[src/rtl/ycc_pkg.sv]
// Package: shared types for the embedded-sync YCbCr decoder.
// Assumes the status flags keep fixed offsets from the top of the upper byte.
package ycc_pkg;
    typedef struct packed {
        logic f;   // field 2 when set
        logic v;   // vertical blanking when set
        logic h;   // end of active video when set
    } ycc_flags_t;
endpackage

[src/rtl/ycc_code_match.sv]
// Module: recognises a two-word timing code from the held word and the
// incoming word, and pulls out the three flags of the status byte.
// Assumes the caller presents the held word only while hold_vld is high.
module ycc_code_match #(
    parameter int DW = 8
) (
    input  logic            hold_vld,
    input  logic [2*DW-1:0] hold_word,
    input  logic            in_valid,
    input  logic [2*DW-1:0] in_word,
    output logic            code_hit,
    output ycc_pkg::ycc_flags_t flags
);
    localparam int F_POS = DW - 2;
    localparam int V_POS = DW - 3;
    localparam int H_POS = DW - 4;

    logic marker_ok;
    logic status_ok;

    // Marker: zero upper byte and all-ones lower byte; status: zero lower byte.
    always_comb begin
        marker_ok = hold_vld && (hold_word[2*DW-1:DW] == '0) && (&hold_word[DW-1:0]);
        status_ok = in_valid && (in_word[DW-1:0] == '0);
        code_hit  = marker_ok && status_ok;
        flags.f   = in_word[DW + F_POS];
        flags.v   = in_word[DW + V_POS];
        flags.h   = in_word[DW + H_POS];
    end
endmodule

[src/rtl/ycc_phase_track.sv]
// Module: keeps the chroma phase of the held word and of the next word.
// Assumes every accepted word fills one slot and that a code resets the
// following slot to the Cb phase.
module ycc_phase_track (
    input  logic clk,
    input  logic rst_n,
    input  logic in_valid,
    input  logic code_hit,
    output logic hold_cr
);
    logic nxt_cr;

    // Advance the phase per accepted word; realign to Cb after a code.
    always_ff @(posedge clk) begin
        if (!rst_n) begin
            nxt_cr  <= 1'b0;
            hold_cr <= 1'b0;
        end else if (in_valid) begin
            if (code_hit) begin
                nxt_cr <= 1'b0;
            end else begin
                hold_cr <= nxt_cr;
                nxt_cr  <= ~nxt_cr;
            end
        end
    end
endmodule

[src/rtl/ycc_sync_flags.sv]
// Module: registered timing flags updated only on a decoded code, plus the
// end-of-active pulse and the sticky phase error.
// Assumes code_hit is at most one cycle wide per code.
module ycc_sync_flags (
    input  logic                clk,
    input  logic                rst_n,
    input  logic                code_hit,
    input  ycc_pkg::ycc_flags_t flags,
    input  logic                hold_cr,
    output logic                field,
    output logic                vblank,
    output logic                active,
    output logic                hs,
    output logic                err
);
    // Latch the flags on a code, pulse hs on end-of-active, record bad phase.
    always_ff @(posedge clk) begin
        if (!rst_n) begin
            field  <= 1'b0;
            vblank <= 1'b0;
            active <= 1'b0;
            hs     <= 1'b0;
            err    <= 1'b0;
        end else begin
            hs <= 1'b0;
            if (code_hit) begin
                field  <= flags.f;
                vblank <= flags.v;
                if (flags.h) begin
                    active <= 1'b0;
                    hs     <= 1'b1;
                end else begin
                    active <= ~flags.v;
                end
                if (hold_cr) err <= 1'b1;
            end
        end
    end


    field_hold_chk: assert property (@(posedge clk) disable iff (!rst_n)
        !code_hit |=> $stable(field));

    err_sticky_chk: assert property (@(posedge clk) disable iff (!rst_n)
        err |=> err);

    sav_active_chk: assert property (@(posedge clk) disable iff (!rst_n)
        (code_hit && !flags.h && !flags.v) |=> active);
endmodule

[src/rtl/ycc_sync_decoder.sv]
// Module: top of the embedded-sync 16-bit YCbCr decoder. Holds one word to
// tell markers from pixels, drops code words, splits luma and chroma.
// Assumes luma on the upper byte, chroma on the lower byte.
module ycc_sync_decoder #(
    parameter int DW = 8
) (
    input  logic            clk,
    input  logic            rst_n,
    input  logic            in_valid,
    input  logic [2*DW-1:0] in_word,
    output logic            out_valid,
    output logic [DW-1:0]   out_luma,
    output logic [DW-1:0]   out_chroma,
    output logic            out_is_cr,
    output logic            out_active,
    output logic            out_field,
    output logic            out_vblank,
    output logic            out_hs,
    output logic            out_err
);
    localparam int WW = 2 * DW;

    logic                hold_vld;
    logic [WW-1:0]       hold_word;
    logic                hold_cr;
    logic                code_hit;
    ycc_pkg::ycc_flags_t flags;

    ycc_code_match #(.DW(DW)) u_match (
        .hold_vld (hold_vld),
        .hold_word(hold_word),
        .in_valid (in_valid),
        .in_word  (in_word),
        .code_hit (code_hit),
        .flags    (flags)
    );

    ycc_phase_track u_phase (
        .clk     (clk),
        .rst_n   (rst_n),
        .in_valid(in_valid),
        .code_hit(code_hit),
        .hold_cr (hold_cr)
    );

    ycc_sync_flags u_flags (
        .clk     (clk),
        .rst_n   (rst_n),
        .code_hit(code_hit),
        .flags   (flags),
        .hold_cr (hold_cr),
        .field   (out_field),
        .vblank  (out_vblank),
        .active  (out_active),
        .hs      (out_hs),
        .err     (out_err)
    );

    // Hold stage: keep one word back, drop it when it turns out to be a marker.
    always_ff @(posedge clk) begin
        if (!rst_n) begin
            hold_vld  <= 1'b0;
            hold_word <= '0;
        end else if (in_valid) begin
            if (code_hit) begin
                hold_vld <= 1'b0;
            end else begin
                hold_vld  <= 1'b1;
                hold_word <= in_word;
            end
        end
    end

    // Output stage: release the held word as a pixel when the next word arrives.
    always_ff @(posedge clk) begin
        if (!rst_n) begin
            out_valid  <= 1'b0;
            out_luma   <= '0;
            out_chroma <= '0;
            out_is_cr  <= 1'b0;
        end else begin
            out_valid <= in_valid && hold_vld && !code_hit;
            if (in_valid && hold_vld && !code_hit) begin
                out_luma   <= hold_word[WW-1:DW];
                out_chroma <= hold_word[DW-1:0];
                out_is_cr  <= hold_cr;
            end
        end
    end


    code_hidden_chk: assert property (@(posedge clk) disable iff (!rst_n)
        code_hit |=> !out_valid);

    hs_single_chk: assert property (@(posedge clk) disable iff (!rst_n)
        out_hs |=> !out_hs);

    eav_clear_chk: assert property (@(posedge clk) disable iff (!rst_n)
        (code_hit && flags.h) |=> (!out_active && out_hs));
endmodule

[config.mk]
export PLATFORM = sky130hd
export DESIGN_NAME = ycc_sync_decoder
export DESIGN_NICKNAME = d
export VERILOG_FILES = /design/src/rtl/ycc_pkg.sv /design/src/rtl/ycc_code_match.sv /design/src/rtl/ycc_phase_track.sv /design/src/rtl/ycc_sync_flags.sv /design/src/rtl/ycc_sync_decoder.sv
export SDC_FILE = /design/constraint.sdc
export NUM_CORES = 1
export LEC_CHECK = 0
export BUFFER_PORTS_ARGS = -buffer_cell sky130_fd_sc_hd__buf_2
export CORE_UTILIZATION = 40
export DETAILED_ROUTE_END_ITERATION = 8
export HOLD_SLACK_MARGIN = 0.05
export PLACE_DENSITY_LB_ADDON = 0.05
export SYNTH_ARGS = -nofsm -noshare
export SYNTH_HDL_FRONTEND = slang
export SYNTH_SLANG_ARGS = --single-unit
[constraint.sdc]
create_clock -name clk -period 1.6 [get_ports clk]
set_input_delay 0.24 -clock clk [delete_from_list [all_inputs] [get_ports clk]]
set_output_delay 0.24 -clock clk [all_outputs]
set_load 0.02 [all_outputs]
==> results of run 1 <==
-- power groups by stage --
| stage | registers (W) | logic [W] | clock network (W) |
|---|---|---|---|
| 3_3_place_gp | 0.00113 | 0.000191 | 0 |
| 2_1_floorplan | 0.00114 | 0.000121 | 0 |
| 5_1_grt | 0.00112 | 0.000234 | 0.000894 |
| 3_5_place_dp | 0.00113 | 0.000193 | 0 |
| 4_1_cts | 0.00111 | 0.000194 | 0.000850 |
| 6_report | 0.00111 | 0.000213 | 0.000826 |
-- area by class of cell --
| type | count | area [µm²] |
|---|---|---|
| Timing Repair Buffer | 53 | 333 |
| Fill cell | 378 | 1850 |
| Multi-Input combinational cell | 115 | 827 |
| Clock buffer | 6 | 72.6 |
| Tap cell | 50 | 62.6 |
| Sequential cell | 42 | 843 |
| Clock inverter | 2 | 37.5 |
| Inverter | 1 | 3.75 |
-- path summary, 6_finish.rpt --
path	from	end	slack, ns
max reg2reg	hold_word[15]	u_phase.hold_cr	0.02
max	hold_word[15]	u_phase.hold_cr	0.02
min reg2reg	out_chroma[0]	out_chroma[0]	0.46
min	in_word[15]	hold_word[15]	0.18
-- flip-flops by register name, indices dropped and copies added, names as in the netlist --
| register | flops |
|---|---|
| hold_word | 16 |
| out_chroma | 8 |
| u_phase.hold_cr | 1 |
| u_flags.hs | 1 |
| out_is_cr | 1 |
| u_phase.nxt_cr | 1 |
| u_flags.field | 1 |
| u_flags.err | 1 |
| hold_vld | 1 |
| out_valid | 1 |
| u_flags.active | 1 |
| u_flags.vblank | 1 |
| out_luma | 8 |
-- through the flow --
stage / hold WS (ns) / setup WS, ns / TNS, ns
floorplan: 0.379 / 0.0666 / 0
global placement: 0.442 / 0.0327 / 0
detailed placement: 0.450 / -0.0220 / -0.0323
CTS: 0.181 / 0.00139 / 0
global route: 0.180 / -0.0969 / -1.40
finish: 0.182 / 0.0230 / 0
-- metal layers --
layer / vias to the layer above / wire length, µm / track usage [%]
met3: 4 / 179 / 5.57
li1: 670 / - / -
met4: 0 / 43 / 5.59
met2: 31 / 1590 / 26.3
met1: 602 / 1670 / 22.1
met5: - / 0 / 0
-- synth_stat cells, drive strengths merged --
cell type  number  area share, %
nand2          51             11
dfxtp          42             50
mux2i          34             20
clkbuf          6            1.3
o21ai           5            1.7
buf             4            3.4
a21oi           3           0.88
and4bb          3            2.2
nand3           3            1.2
nor2            3           0.66
nor4b           2            2.3
a31oi           1           0.37
and2            1           0.37
and3            1           0.37
and4            1           0.59
inv             1           0.22
nand3b          1           0.44
nand4           1            1.3
nor3            1           0.29
nor4            1           0.37
o22ai           1           0.37
o31ai           1           0.44
or4             1           0.44
-- tightest hold or removal path: stages --
cell and delay (ns):
buf_2 0.10, nand2_1 0.04, mux2i_1 0.05
-- logic make-up (layout without fill, tap and decap cells) --
kind of cell / count (synthesis) / count (layout) / share of synthesized area, %
AO/OA/AOI/OAI: 11 / 11 / 3.76
flip-flops: 42 / 42 / 49.5
buffers and inverters: 11 / 62 / 4.94
multiplexers: 34 / 34 / 20.0
AND/OR/NAND/NOR: 70 / 70 / 21.7
-- what timing repair did --
item,CTS,global route
setup endpoints to repair,0,36
hold endpoints to repair,0,0
hold buffers,0,0
setup buffers,0,1
resized for setup,0,14
==> results_dict.tcl, run 1 <==
set metrics [dict create \
    max_stage_delay_ns 0.34 \
    cts_root_buf "clkbuf_8" \
    syn_nets 187 \
    place.port_buffers 41 \
    drcViolationCount 0 \
    cts.path.max_buffers 2 \
    cts_buffers 5 \
    avgSynthCellArea_um2 10.1 \
    worst_slew_pin_slew_ns 0.282 \
    ys_seq_area_share_pct 49.5 \
    r2r_cells 6 \
    fin_skew_ns 0.00272 \
    pin_count 42 \
    final_cell_mix "51 x nand2_1, 41 x buf_2, 40 x dfxtp_1" \
    p_clk_share_pct 38.4 \
    dp_hpwl_um 2420 \
    swShare_pct 23.1 \
    drive_gt1_share_pct 34.7 \
    vias_per_cell 4.86 \
    finalHoldViolations 0 \
    status "finished clean" \
    synth_seq_cells 42 \
    path_depth 6 \
    setup_viol 0 \
    slew_viol_final 0 \
    syn_to_final_growth_pct 28.4 \
    design_area_um2 2180 \
    ant_nets 0 \
    fmax_mhz 634 \
    final_nets 237 \
    cp.required_ns 1.81 \
    clkLatencyLatePin_ns 0.29 \
    p_leak_nw 1.05 \
    drt_iter0_markers 57 \
    cts_tree "built" \
    grtUsageTotal_pct 16.9 \
    cts_sinks 42 \
    end_kind "flop" \
    clk_pin_slew_ns 0.08 \
    fin_crit_ns 1.58 \
    slew_headroom_pct 81.1 \
    gp_congestion 0.758 \
    final_util_pct 54.1 \
    grt.overflow.total 0 \
    critPathLaunchType "flop" \
    min_path_cells 3 \
    cpMaxStageDelayCell "dfxtp_2" \
    p_total_w 0.00215 \
    synthCells 168 \
    dp_cells 258 \
    die_x_um 67.2 \
    antenna_found_initial 0 \
    placed_area_um2 1970 \
    synth.distinct_cells 29 \
    p_seq_share_pct 51.7 \
    cp_max_fo 6 \
    worstPathCellList "nor4_4 -> buf_4 -> nand3_4 -> o21ai_4 -> buf_6 -> mux2i_2" \
    firstDrtPassIters 4 \
    htreeDepth 2 \
    diodes 0 \
    die_h_um 67.2 \
    power_switching_w 0.000496 \
    ir_drop_mv 0.640 \
    finalWirelength_um 3490 \
    power_density_nw_per_um2 986 \
    grt_pass1_vias 1195 \
    critPathKind "reg -> reg" \
    max-cap-violations 0 \
    cp.arrival_ns 1.79 \
    rows 23 \
    rsz0062_at_grt "true" \
    post-route-period-util_pct 98.6 \
    start_util_pct 42.1 \
    die_area_um2 4510 \
    grt_max_degree 27 \
    syn_area_um2 1700 \
    fin_cells 269 \
    design.core.area_um2 4030 \
    num_vias 1307 \
    crit_family "flip-flops" \
    p_int_w 0.00165 \
    wire_per_inst_um 13.0 \
    grt_pass1_wl_um 5600 \
    min_path_type "in -> reg" \
    crit_buf_inv 2 \
    ys_warn_count 0 \
    combPwrFrac_pct 9.9 \
    layout_commonest_cell "nand2_1" \
]
No activity file was read; power rests on OpenSTA's default activity.
==> inputs of run 2 (changes only) <==
- CORE_ASPECT_RATIO: not set -> 0.8
==> run 2 against run 1 <==
Effect of this change:
- setup slack worse by 0.0043 ns
- cell count is 1.1% higher
- hold slack worse by 0.0059 ns
- clock-buffer cell count is 1 higher
- wire length is 1.3% higher
- clock power is 16% lower
- maximum frequency is 0.27% lower
- register-to-register slack hardly changed
- critical path type unchanged
==> results_dict.tcl, run 2 (synthesized netlist as in run 1, its figures left out) <==
set metrics [dict create \
    clkLatencyLatePin_ns 0.29 \
    min_path_cells 3 \
    dp_hpwl_um 2460 \
    worstPathCellList "nor4b_4 -> nand4_4 -> or4_1 -> a21oi_1" \
    diodes 0 \
    hold_start "in_word[9]" \
    post-route-period-util_pct 98.8 \
    power_density_nw_per_um2 940 \
    cts.path.max_buffers 2 \
    p_clk_share_pct 34.5 \
    cts_sinks 42 \
    drcViolationCount 0 \
    ant_nets 0 \
    die_area_um2 4510 \
    cp.arrival_ns 1.80 \
    fmax_mhz 632 \
    wire_per_inst_um 13.0 \
    power_switching_w 0.000485 \
    finalWirelength_um 3530 \
    pin_count 42 \
    grt_pass1_wl_um 5690 \
    slew_headroom_pct 80.8 \
    r2r_slack_ns 0.02 \
    grt_pass1_vias 1236 \
    crit_buf_inv 0 \
    critPathKind "reg -> reg" \
    rows 20 \
    p_total_w 0.00202 \
    cts_setup_buffers 0 \
    critPathLaunchType "flop" \
    start_util_pct 43.2 \
    grtUsageTotal_pct 17.3 \
    cts_root_buf "clkbuf_8" \
    cpMaxStageDelayCell "or4_1" \
    grt.overflow.total 0 \
    max-cap-violations 0 \
    finalHoldViolations 0 \
    num_vias 1328 \
    p_seq_share_pct 55.0 \
    fillers 370 \
    clk_pin_slew_ns 0.08 \
    final_nets 235 \
    r2r_cells 4 \
    final_cell_mix "51 x nand2_1, 41 x buf_2, 39 x dfxtp_1" \
    p_int_w 0.00153 \
    fin_skew_ns 0.00434 \
    antenna_found_initial 0 \
    gp_congestion 0.757 \
    top_regs "hold_word: 16 flops, out_chroma: 8 flops, out_luma: 8 flops" \
    setup_viol 0 \
    cts_buffers 5 \
    worst_slew_pin_slew_ns 0.287 \
    multi_input_area_um2 815 \
    fin_ws_ns 0.0187 \
    tns_ns 0 \
    layout_commonest_cell "nand2_1" \
    p_leak_nw 1.04 \
    place.port_buffers 41 \
    ir_drop_mv 0.571 \
    die_h_um 60.3 \
    grt_max_degree 28 \
    drive_gt1_share_pct 33.2 \
    firstDrtPassIters 4 \
    syn_to_final_growth_pct 26.6 \
    htreeDepth 2 \
    timing.rr.end "u_flags.active" \
    seq_area_um2 845 \
    cp_max_fo 4 \
    drt_iter0_markers 69 \
    slew_viol_final 0 \
    regMostFlops "hold_word" \
    postCtsHoldBufs 0 \
    hold_path_end "hold_word[9]" \
    vias_per_cell 4.88 \
    crit_family "simple AND/OR/NAND/NOR gates" \
    design.core.area_um2 3930 \
    rsz0062_at_grt "true" \
    max_stage_delay_ns 0.50 \
    swShare_pct 24.0 \
    regToRegStartpoint "hold_word[14]" \
    cp.required_ns 1.82 \
    combPwrFrac_pct 10.5 \
    fin_crit_ns 1.58 \
    cts_tree "built" \
    end_kind "flop" \
    status "finished clean" \
    preCtsSetupSlack_ns -0.0490 \
    die_x_um 74.8 \
    min_path_type "in -> reg" \
    largest_reg_flops 16 \
]
-- run 2: routing by layer --
layer | GRT usage, % | part of all wire, %
met5 | 0 | 0
met4 | 6.47 | 1.1
met3 | 4.55 | 5.4
met2 | 27.0 | 45
met1 | 22.8 | 48
-- run 2: area by class of cell --
cell class                      instances  area share, %
Tap cell                               55           3.20
Timing Repair Buffer                   51           15.2
Clock inverter                          1          0.233
Sequential cell                        42           39.3
Clock buffer                            7           4.02
Multi-Input combinational cell        115           37.9
Inverter                                1          0.175
-- run 2: what timing repair did --
item | 4_1_cts | 5_1_grt
gates resized for setup | 2 | 7
gates cloned | 0 | 1
pin swaps | 0 | 4
endpoints found under the setup margin | 1 | 35
-- run 2: power groups by stage --
stage | logic, W | registers (W) | clock network (W)
after floorplan | 0.000121 | 0.00114 | 0
after global placement | 0.000195 | 0.00113 | 0
after detailed placement | 0.000197 | 0.00113 | 0
after CTS | 0.000200 | 0.00111 | 0.000717
after global routing | 0.000233 | 0.00112 | 0.000775
final | 0.000213 | 0.00111 | 0.000696
-- run 2: per-stage QoR --
| stage | utilization, % | area [µm²] | hold slack, ns | cells |
|---|---|---|---|---|
| floorplan | - | 1700 | 0.379 | 168 |
| global placement | 50.6 | 1990 | 0.442 | 263 |
| detailed placement | 50.6 | 1990 | 0.449 | 263 |
| CTS | 53.2 | 2090 | 0.176 | 271 |
| global route | 54.7 | 2150 | 0.191 | 272 |
| finish | 54.7 | 2150 | 0.176 | 272 |
-- run 2: worst max-delay path by stage --
stage / cells after the start / endpoint / start / slack [ns]
2_1_floorplan: 6 / hold_word[10] / hold_word[12] / 0.07
3_3_place_gp: 6 / out_luma[0] / in_word[7] / -0.003
4_1_cts: 5 / hold_word[4] / hold_word[13] / 0.02
6_report: 4 / u_flags.active / hold_word[14] / 0.02
5_1_grt: 4 / u_flags.active / hold_word[14] / -0.06
3_5_place_dp: 6 / out_luma[5] / in_word[7] / -0.05
-- run 2: tightest hold or removal path: cells and delay by family --
family        cells  cell delay [ns]
buf+inv           1             0.09
mux               1             0.05
simple gates      1             0.04
